--- config.mk ---
export PLATFORM = sky130hd
export DESIGN_NAME = rvc_ctrl_decoder
export DESIGN_NICKNAME = d
export VERILOG_FILES = /design/src/rtl/rvc_pkg.sv /design/src/rtl/rvc_class_decode.sv /design/src/rtl/rvc_static_table.sv /design/src/rtl/rvc_alu_select.sv /design/src/rtl/rvc_branch_eval.sv /design/src/rtl/rvc_ctrl_decoder.sv
export SDC_FILE = /design/constraint.sdc
export NUM_CORES = 1
export LEC_CHECK = 0
export BUFFER_PORTS_ARGS = -buffer_cell sky130_fd_sc_hd__buf_2
export CAP_MARGIN = 25
export CORE_AREA = 2 2 39 41
export DETAILED_ROUTE_END_ITERATION = 7
export DIE_AREA = 0 0 41 43
export PLACE_DENSITY = 0.69
export SYNTH_ARGS = -nofsm -noshare
export SYNTH_HDL_FRONTEND = slang
export SYNTH_SLANG_ARGS = --single-unit
--- constraint.sdc ---
create_clock -name vclk -period 1.8
set_input_delay 0.36 -clock vclk [all_inputs]
set_output_delay 0.36 -clock vclk [all_outputs]
set_load 0.05 [all_outputs]
--- src/rtl/rvc_pkg.sv ---
package rvc_pkg;
    localparam int INST_W = 32;
    localparam int OPC_W  = 7;
    localparam int F3_W   = 3;
    localparam int F3_LSB = 12;
    localparam int ALT_BIT = 30;

    localparam logic [OPC_W-1:0] OPC_REG    = 7'b0110011;
    localparam logic [OPC_W-1:0] OPC_IMM    = 7'b0010011;
    localparam logic [OPC_W-1:0] OPC_LOAD   = 7'b0000011;
    localparam logic [OPC_W-1:0] OPC_STORE  = 7'b0100011;
    localparam logic [OPC_W-1:0] OPC_BRANCH = 7'b1100011;
    localparam logic [OPC_W-1:0] OPC_JALR   = 7'b1100111;

    typedef enum logic [2:0] {
        CLS_REG, CLS_IMM, CLS_LOAD, CLS_STORE, CLS_BRANCH, CLS_JALR, CLS_NONE
    } op_class_e;

    typedef enum logic [1:0] {
        IMMF_I = 2'd0, IMMF_S = 2'd1, IMMF_B = 2'd2
    } imm_fmt_e;

    typedef enum logic [3:0] {
        ALU_ADD = 4'd0, ALU_SUB = 4'd1, ALU_SLL = 4'd2, ALU_SLT = 4'd3,
        ALU_SLTU = 4'd4, ALU_XOR = 4'd5, ALU_SRL = 4'd6, ALU_SRA = 4'd7,
        ALU_OR = 4'd8, ALU_AND = 4'd9
    } alu_fn_e;

    typedef enum logic [1:0] {
        WB_MEM = 2'd0, WB_ALU = 2'd1, WB_PC4 = 2'd2
    } wb_src_e;

    typedef struct packed {
        imm_fmt_e imm;
        logic     reg_we;
        logic     a_pc;
        logic     b_imm;
        logic     mem_wr;
        wb_src_e  wb;
        logic     alu_from_fn;
    } static_ctl_t;

    function automatic op_class_e classify(input logic [OPC_W-1:0] opc);
        case (opc)
            OPC_REG:    return CLS_REG;
            OPC_IMM:    return CLS_IMM;
            OPC_LOAD:   return CLS_LOAD;
            OPC_STORE:  return CLS_STORE;
            OPC_BRANCH: return CLS_BRANCH;
            OPC_JALR:   return CLS_JALR;
            default:    return CLS_NONE;
        endcase
    endfunction

    function automatic alu_fn_e fn_from_f3(input logic [F3_W-1:0] f3, input logic alt);
        case (f3)
            3'b000:  return alt ? ALU_SUB : ALU_ADD;
            3'b001:  return ALU_SLL;
            3'b010:  return ALU_SLT;
            3'b011:  return ALU_SLTU;
            3'b100:  return ALU_XOR;
            3'b101:  return alt ? ALU_SRA : ALU_SRL;
            3'b110:  return ALU_OR;
            default: return ALU_AND;
        endcase
    endfunction
endpackage

--- src/rtl/rvc_class_decode.sv ---
module rvc_class_decode
    import rvc_pkg::*;
(
    input  logic [OPC_W-1:0] opcode,
    output op_class_e        cls
);
    always_comb cls = classify(opcode);
endmodule

--- src/rtl/rvc_static_table.sv ---
module rvc_static_table
    import rvc_pkg::*;
(
    input  op_class_e   cls,
    output static_ctl_t ctl
);
    always_comb begin
        ctl = '{imm: IMMF_I, reg_we: 1'b0, a_pc: 1'b0, b_imm: 1'b0,
                mem_wr: 1'b0, wb: WB_ALU, alu_from_fn: 1'b0};
        case (cls)
            CLS_REG: begin
                ctl.reg_we = 1'b1;
                ctl.alu_from_fn = 1'b1;
            end
            CLS_IMM: begin
                ctl.reg_we = 1'b1;
                ctl.b_imm = 1'b1;
                ctl.alu_from_fn = 1'b1;
            end
            CLS_LOAD: begin
                ctl.reg_we = 1'b1;
                ctl.b_imm = 1'b1;
                ctl.wb = WB_MEM;
            end
            CLS_STORE: begin
                ctl.imm = IMMF_S;
                ctl.b_imm = 1'b1;
                ctl.mem_wr = 1'b1;
            end
            CLS_BRANCH: begin
                ctl.imm = IMMF_B;
                ctl.a_pc = 1'b1;
                ctl.b_imm = 1'b1;
            end
            CLS_JALR: begin
                ctl.reg_we = 1'b1;
                ctl.b_imm = 1'b1;
                ctl.wb = WB_PC4;
            end
            default: ;
        endcase
    end
endmodule

--- src/rtl/rvc_alu_select.sv ---
module rvc_alu_select
    import rvc_pkg::*;
(
    input  logic            use_fn,
    input  logic            is_reg,
    input  logic [F3_W-1:0] funct3,
    input  logic            alt,
    output alu_fn_e         alu_fn
);
    // For immediate ops, bit 30 belongs to the immediate except on right shifts.
    logic alt_eff;
    always_comb begin
        alt_eff = alt && (is_reg || funct3 == 3'b101);
        alu_fn  = use_fn ? fn_from_f3(funct3, alt_eff) : ALU_ADD;
    end

    always_comb begin
        AST_ADDI_NEVER_SUB: assert (!(use_fn && !is_reg && alu_fn == ALU_SUB))
            else $error("immediate group produced subtract");
    end
endmodule

--- src/rtl/rvc_branch_eval.sv ---
module rvc_branch_eval
    import rvc_pkg::*;
(
    input  logic            is_branch,
    input  logic [F3_W-1:0] funct3,
    input  logic            eq,
    input  logic            lt,
    output logic            unsigned_cmp,
    output logic            take
);
    logic cond;
    always_comb begin
        case (funct3)
            3'b000:  cond = eq;
            3'b001:  cond = !eq;
            3'b100,
            3'b110:  cond = lt;
            3'b101,
            3'b111:  cond = !lt;
            default: cond = 1'b0;
        endcase
        unsigned_cmp = is_branch && funct3[2] && funct3[1];
        take         = is_branch && cond;
    end

    always_comb begin
        AST_RESERVED_F3_NO_TAKE: assert (!(take && funct3[2:1] == 2'b01))
            else $error("reserved branch funct3 taken");
    end
endmodule

--- src/rtl/rvc_ctrl_decoder.sv ---
module rvc_ctrl_decoder
    import rvc_pkg::*;
(
    input  logic [INST_W-1:0] inst,
    input  logic              br_eq,
    input  logic              br_lt,
    output logic [1:0]        imm_sel,
    output logic              reg_wen,
    output logic              br_unsigned,
    output logic              a_sel,
    output logic              b_sel,
    output logic [3:0]        alu_sel,
    output logic              mem_wr,
    output logic [1:0]        wb_sel,
    output logic              pc_sel
);
    op_class_e   cls;
    static_ctl_t ctl;
    alu_fn_e     alu_fn;
    logic        take;
    logic        unsigned_cmp;
    logic [F3_W-1:0] funct3;
    logic        unused_fields;

    assign funct3        = inst[F3_LSB +: F3_W];
    assign unused_fields = ^{inst[31], inst[29:15], inst[11:7]};

    rvc_class_decode u_class (
        .opcode (inst[OPC_W-1:0]),
        .cls    (cls)
    );

    rvc_static_table u_table (
        .cls (cls),
        .ctl (ctl)
    );

    rvc_alu_select u_alu (
        .use_fn (ctl.alu_from_fn),
        .is_reg (cls == CLS_REG),
        .funct3 (funct3),
        .alt    (inst[ALT_BIT]),
        .alu_fn (alu_fn)
    );

    rvc_branch_eval u_branch (
        .is_branch    (cls == CLS_BRANCH),
        .funct3       (funct3),
        .eq           (br_eq),
        .lt           (br_lt),
        .unsigned_cmp (unsigned_cmp),
        .take         (take)
    );

    always_comb begin
        imm_sel     = ctl.imm;
        reg_wen     = ctl.reg_we;
        a_sel       = ctl.a_pc;
        b_sel       = ctl.b_imm;
        mem_wr      = ctl.mem_wr;
        wb_sel      = ctl.wb;
        alu_sel     = alu_fn;
        br_unsigned = unsigned_cmp;
        pc_sel      = take || (cls == CLS_JALR);
    end

    always_comb begin
        AST_STORE_NO_REGWRITE: assert (!(mem_wr && reg_wen))
            else $error("memory write with register write");
        AST_PC_REDIRECT_SOURCE: assert (!pc_sel || inst[6:4] == 3'b110)
            else $error("redirect from non-control opcode");
        AST_UNSIGNED_ONLY_BRANCH: assert (!br_unsigned || inst[OPC_W-1:0] == OPC_BRANCH)
            else $error("unsigned compare outside branch");
        AST_PC_OPERAND_BRANCH: assert (!a_sel || inst[OPC_W-1:0] == OPC_BRANCH)
            else $error("PC operand outside branch");
        AST_UNKNOWN_QUIET: assert (cls != CLS_NONE || (!reg_wen && !mem_wr && !pc_sel))
            else $error("unknown opcode changed state");
    end
endmodule

==> PnR_summary.wiki <==
{| class="wikitable"
! Metric !! Value
|-
| Outcome || complete, no violations
|-
| Post-synthesis average cell area || 6.578 sq um
|-
| Overall die area || 1763 sq um
|-
| Slew margin rel. || 77.14%
|-
| Critical Path Fanout Max || 6
|-
| Average wire per cell in the routed design || 9.397 microns
|-
| Diodes inserted || 0
|-
| Critical path capture point type || output pin
|-
| Max Fclk || 573.7 MHz
|-
| Global routing usage summed across all routing layers || 8.300%
|-
| Wl on met1 || 282 microns
|-
| Hold-fix buffers at CTS || 0
|-
| Post-layout instance area || 406.6 sq um
|-
| Antenna Violating Nets Remaining || 0
|-
| Number of hold violations in the final report || 0
|-
| Antenna violations before repair || 0
|-
| Post-Place Cell Area || 401.6 sq um
|-
| Warnings, synthesis || 0
|-
| Distinct cell type count of the synthesized netlist || 20
|-
| Shortest period the worst path allows || 1743 ps
|-
| First-pass iteration count of the detailed router || 3
|-
| Post-synth design cell area || 230.2 sq um
|-
| Overall via count from detail_route || 337
|-
| Pin count of the biggest net entering global routing || 8
|-
| Drt total wl || 733 microns
|-
| Worst IR drop on VDD || 0.05248 mV
|-
| Number of fill cells || 160
|-
| Critical path startpoint category || input port
|-
| Arrival time reported for the critical path endpoint || 1380 ps
|-
| Fin util || 29.39%
|-
| DR top layer || met3
|-
| Relative area change from synthesis to final layout || 76.63%
|-
| Pin slew with the least headroom to its limit || 339.3 ps
|-
| # Post-CTS Setup Buffers || 0
|-
| Routed wl met3 || 77 microns
|-
| Number of top-level design ports || 48
|-
| DIE WIDTH || 41 microns
|-
| Number of flip-flops and latches || 0
|-
| Area taken by flip-flops and latches || 0 sq um
|-
| Most common cell after layout, fill and taps aside || buf_2
|-
| Routed via count divided by cell count || 4.321
|-
| Synthesized instance count || 35
|-
| Required time at the worst-slack endpoint || 1440 ps
|-
| CORE AREA || 1384 sq um
|-
| Cell-internal power || 28.22 uW
|-
| Share of power burned in combinational logic || 100.0%
|-
| Max-Cap Viols || 0
|-
| Dpl cells || 78
|-
| Kind of critical path || input port to output pin
|-
| Period Utilization, post-route || 96.84%
|-
| Switching part of the total power || 58.06%
|-
| Combined area of the multi-input logic cells || 227.7 sq um
|-
| Most frequent cells in the layout || buf_2, nor2_1, nand2_1
|-
| GP Congestion || 0.6467
|-
| Total count of max-transition violations in the final report || 0
|-
| FP Rows || 14
|-
| Switching pwr || 39.06 uW
|-
| Pleak || 0.0002276 uW
|-
| Number of DRC markers after the initial detailed-route iteration || 5
|-
| Number of buffers added on ports || 27
|-
| Unrepaired setup endpoints after global routing || yes
|-
| Final-layout clock buffer total || 0
|-
| Number of global-route vias before repair || 287
|-
| Net Count, Synth || 69
|-
| Number of design rule violations left after detail routing || 0
|-
| Part of the Yosys area used for sequential elements || 0%
|-
| Chip height || 43 microns
|-
| Post-route insts no fill || 78
|-
| Detail Placement HPWL || 676.1 microns
|-
| Overall power consumption || 67.27 uW
|-
| Portion of synthesized cell area occupied by the leading cell type || 13.04%
|-
| Post-layout nets || 98
|-
| Met2 Wirelength || 374 microns
|-
| Path class of the lowest-slack min-delay path || input port to output pin
|-
| Pwr/cell area || 165.4 nW/um^2
|-
| Layout cells sized above 1 || 58.06%
|-
| Sequential power share || 0%
|-
| First-pass GRT wire length || 1090 microns
|-
| Fraction of power consumed by the clock network || 0%
|-
| Initial Util || 16.64%
|-
| Post-synth top area cell || nor2_1
|-
| Final count of negative-setup-slack endpoints || 0
|-
| GR Overflow Total || 0
|-
| Ranking of synthesized cells by area || nor2_1, xor2_1, o21ai_0, a221oi_2, nand2_1
|}
per-layer routing:
| metal | track usage (%) | vias to the layer above |
|---|---|---|
| met5 | 0 | - |
| met4 | 0 | 0 |
| met3 | 0 | 0 |
| met2 | 15.94 | 15 |
| met1 | 10.16 | 143 |
| li1 | - | 179 |
area by class of cell:
type	instances	area share, %
multi-input cells	32	56.00
well taps	16	4.923
repair buffers	29	38.15
inverters	1	0.9231
Yosys cell counts:
cell type	number
a211oi_2	1
xor2_1	2
nor3_1	1
mux2_2	1
o2bb2ai_1	1
and3b_2	1
and2_1	1
nor2_1	8
and3_1	2
mux2i_1	1
buf_6	1
nand2_1	4
nand4_1	1
buf_4	1
o31a_1	1
nor2b_4	1
a221oi_2	1
o21ai_0	3
nand3_1	2
inv_1	1
power by group through the flow:
| stage | sequential, uW | combinational [uW] | clock [uW] |
|---|---|---|---|
| final | 0 | 67.3 | 0 |
| after CTS | 0 | 68.0 | 0 |
| after detailed placement | 0 | 67.9 | 0 |
| after floorplan | 0 | 39.6 | 0 |
| after global routing | 0 | 73.8 | 0 |
| after global placement | 0 | 66.2 | 0 |
path summary, 6_finish.rpt:
kind                      from           to  slack, ps  cells past startpoint
worst max-delay path   inst[3]  br_unsigned         60                      5
worst min-delay path  inst[12]   alu_sel[0]       1180                      3
critical path, cell delays in order:
cell      delay (ps)
buf_2             90
and3b_2          270
nand3_1          210
nor3_2           200
clkbuf_4         250
kinds of logic after synthesis:
family,after synthesis,synth area share (%)
and+or+nand+nor,21,47.28
muxes,2,9.239
AOI/OAI and AO/OA,7,26.08
buffers and inverters,3,9.782
xor gates and xnor gates,2,7.610
timing repair:
action / 4_1_cts / 5_1_grt
gates resized for setup: 0 / 2
setup endpoints to repair: 0 / 2
hold endpoints to repair: 0 / 0
per-stage QoR:
stage	setup WS (ps)	hold WS (ps)	TNS, ps
floorplan	-62.92	780.8	-256.0
global placement	34.28	1176	0
detailed placement	22.46	1184	0
CTS	22.47	1182	0
global route	-20.74	1201	-35.70
finish	56.79	1179	0
Power figures use the tool's default switching activity.
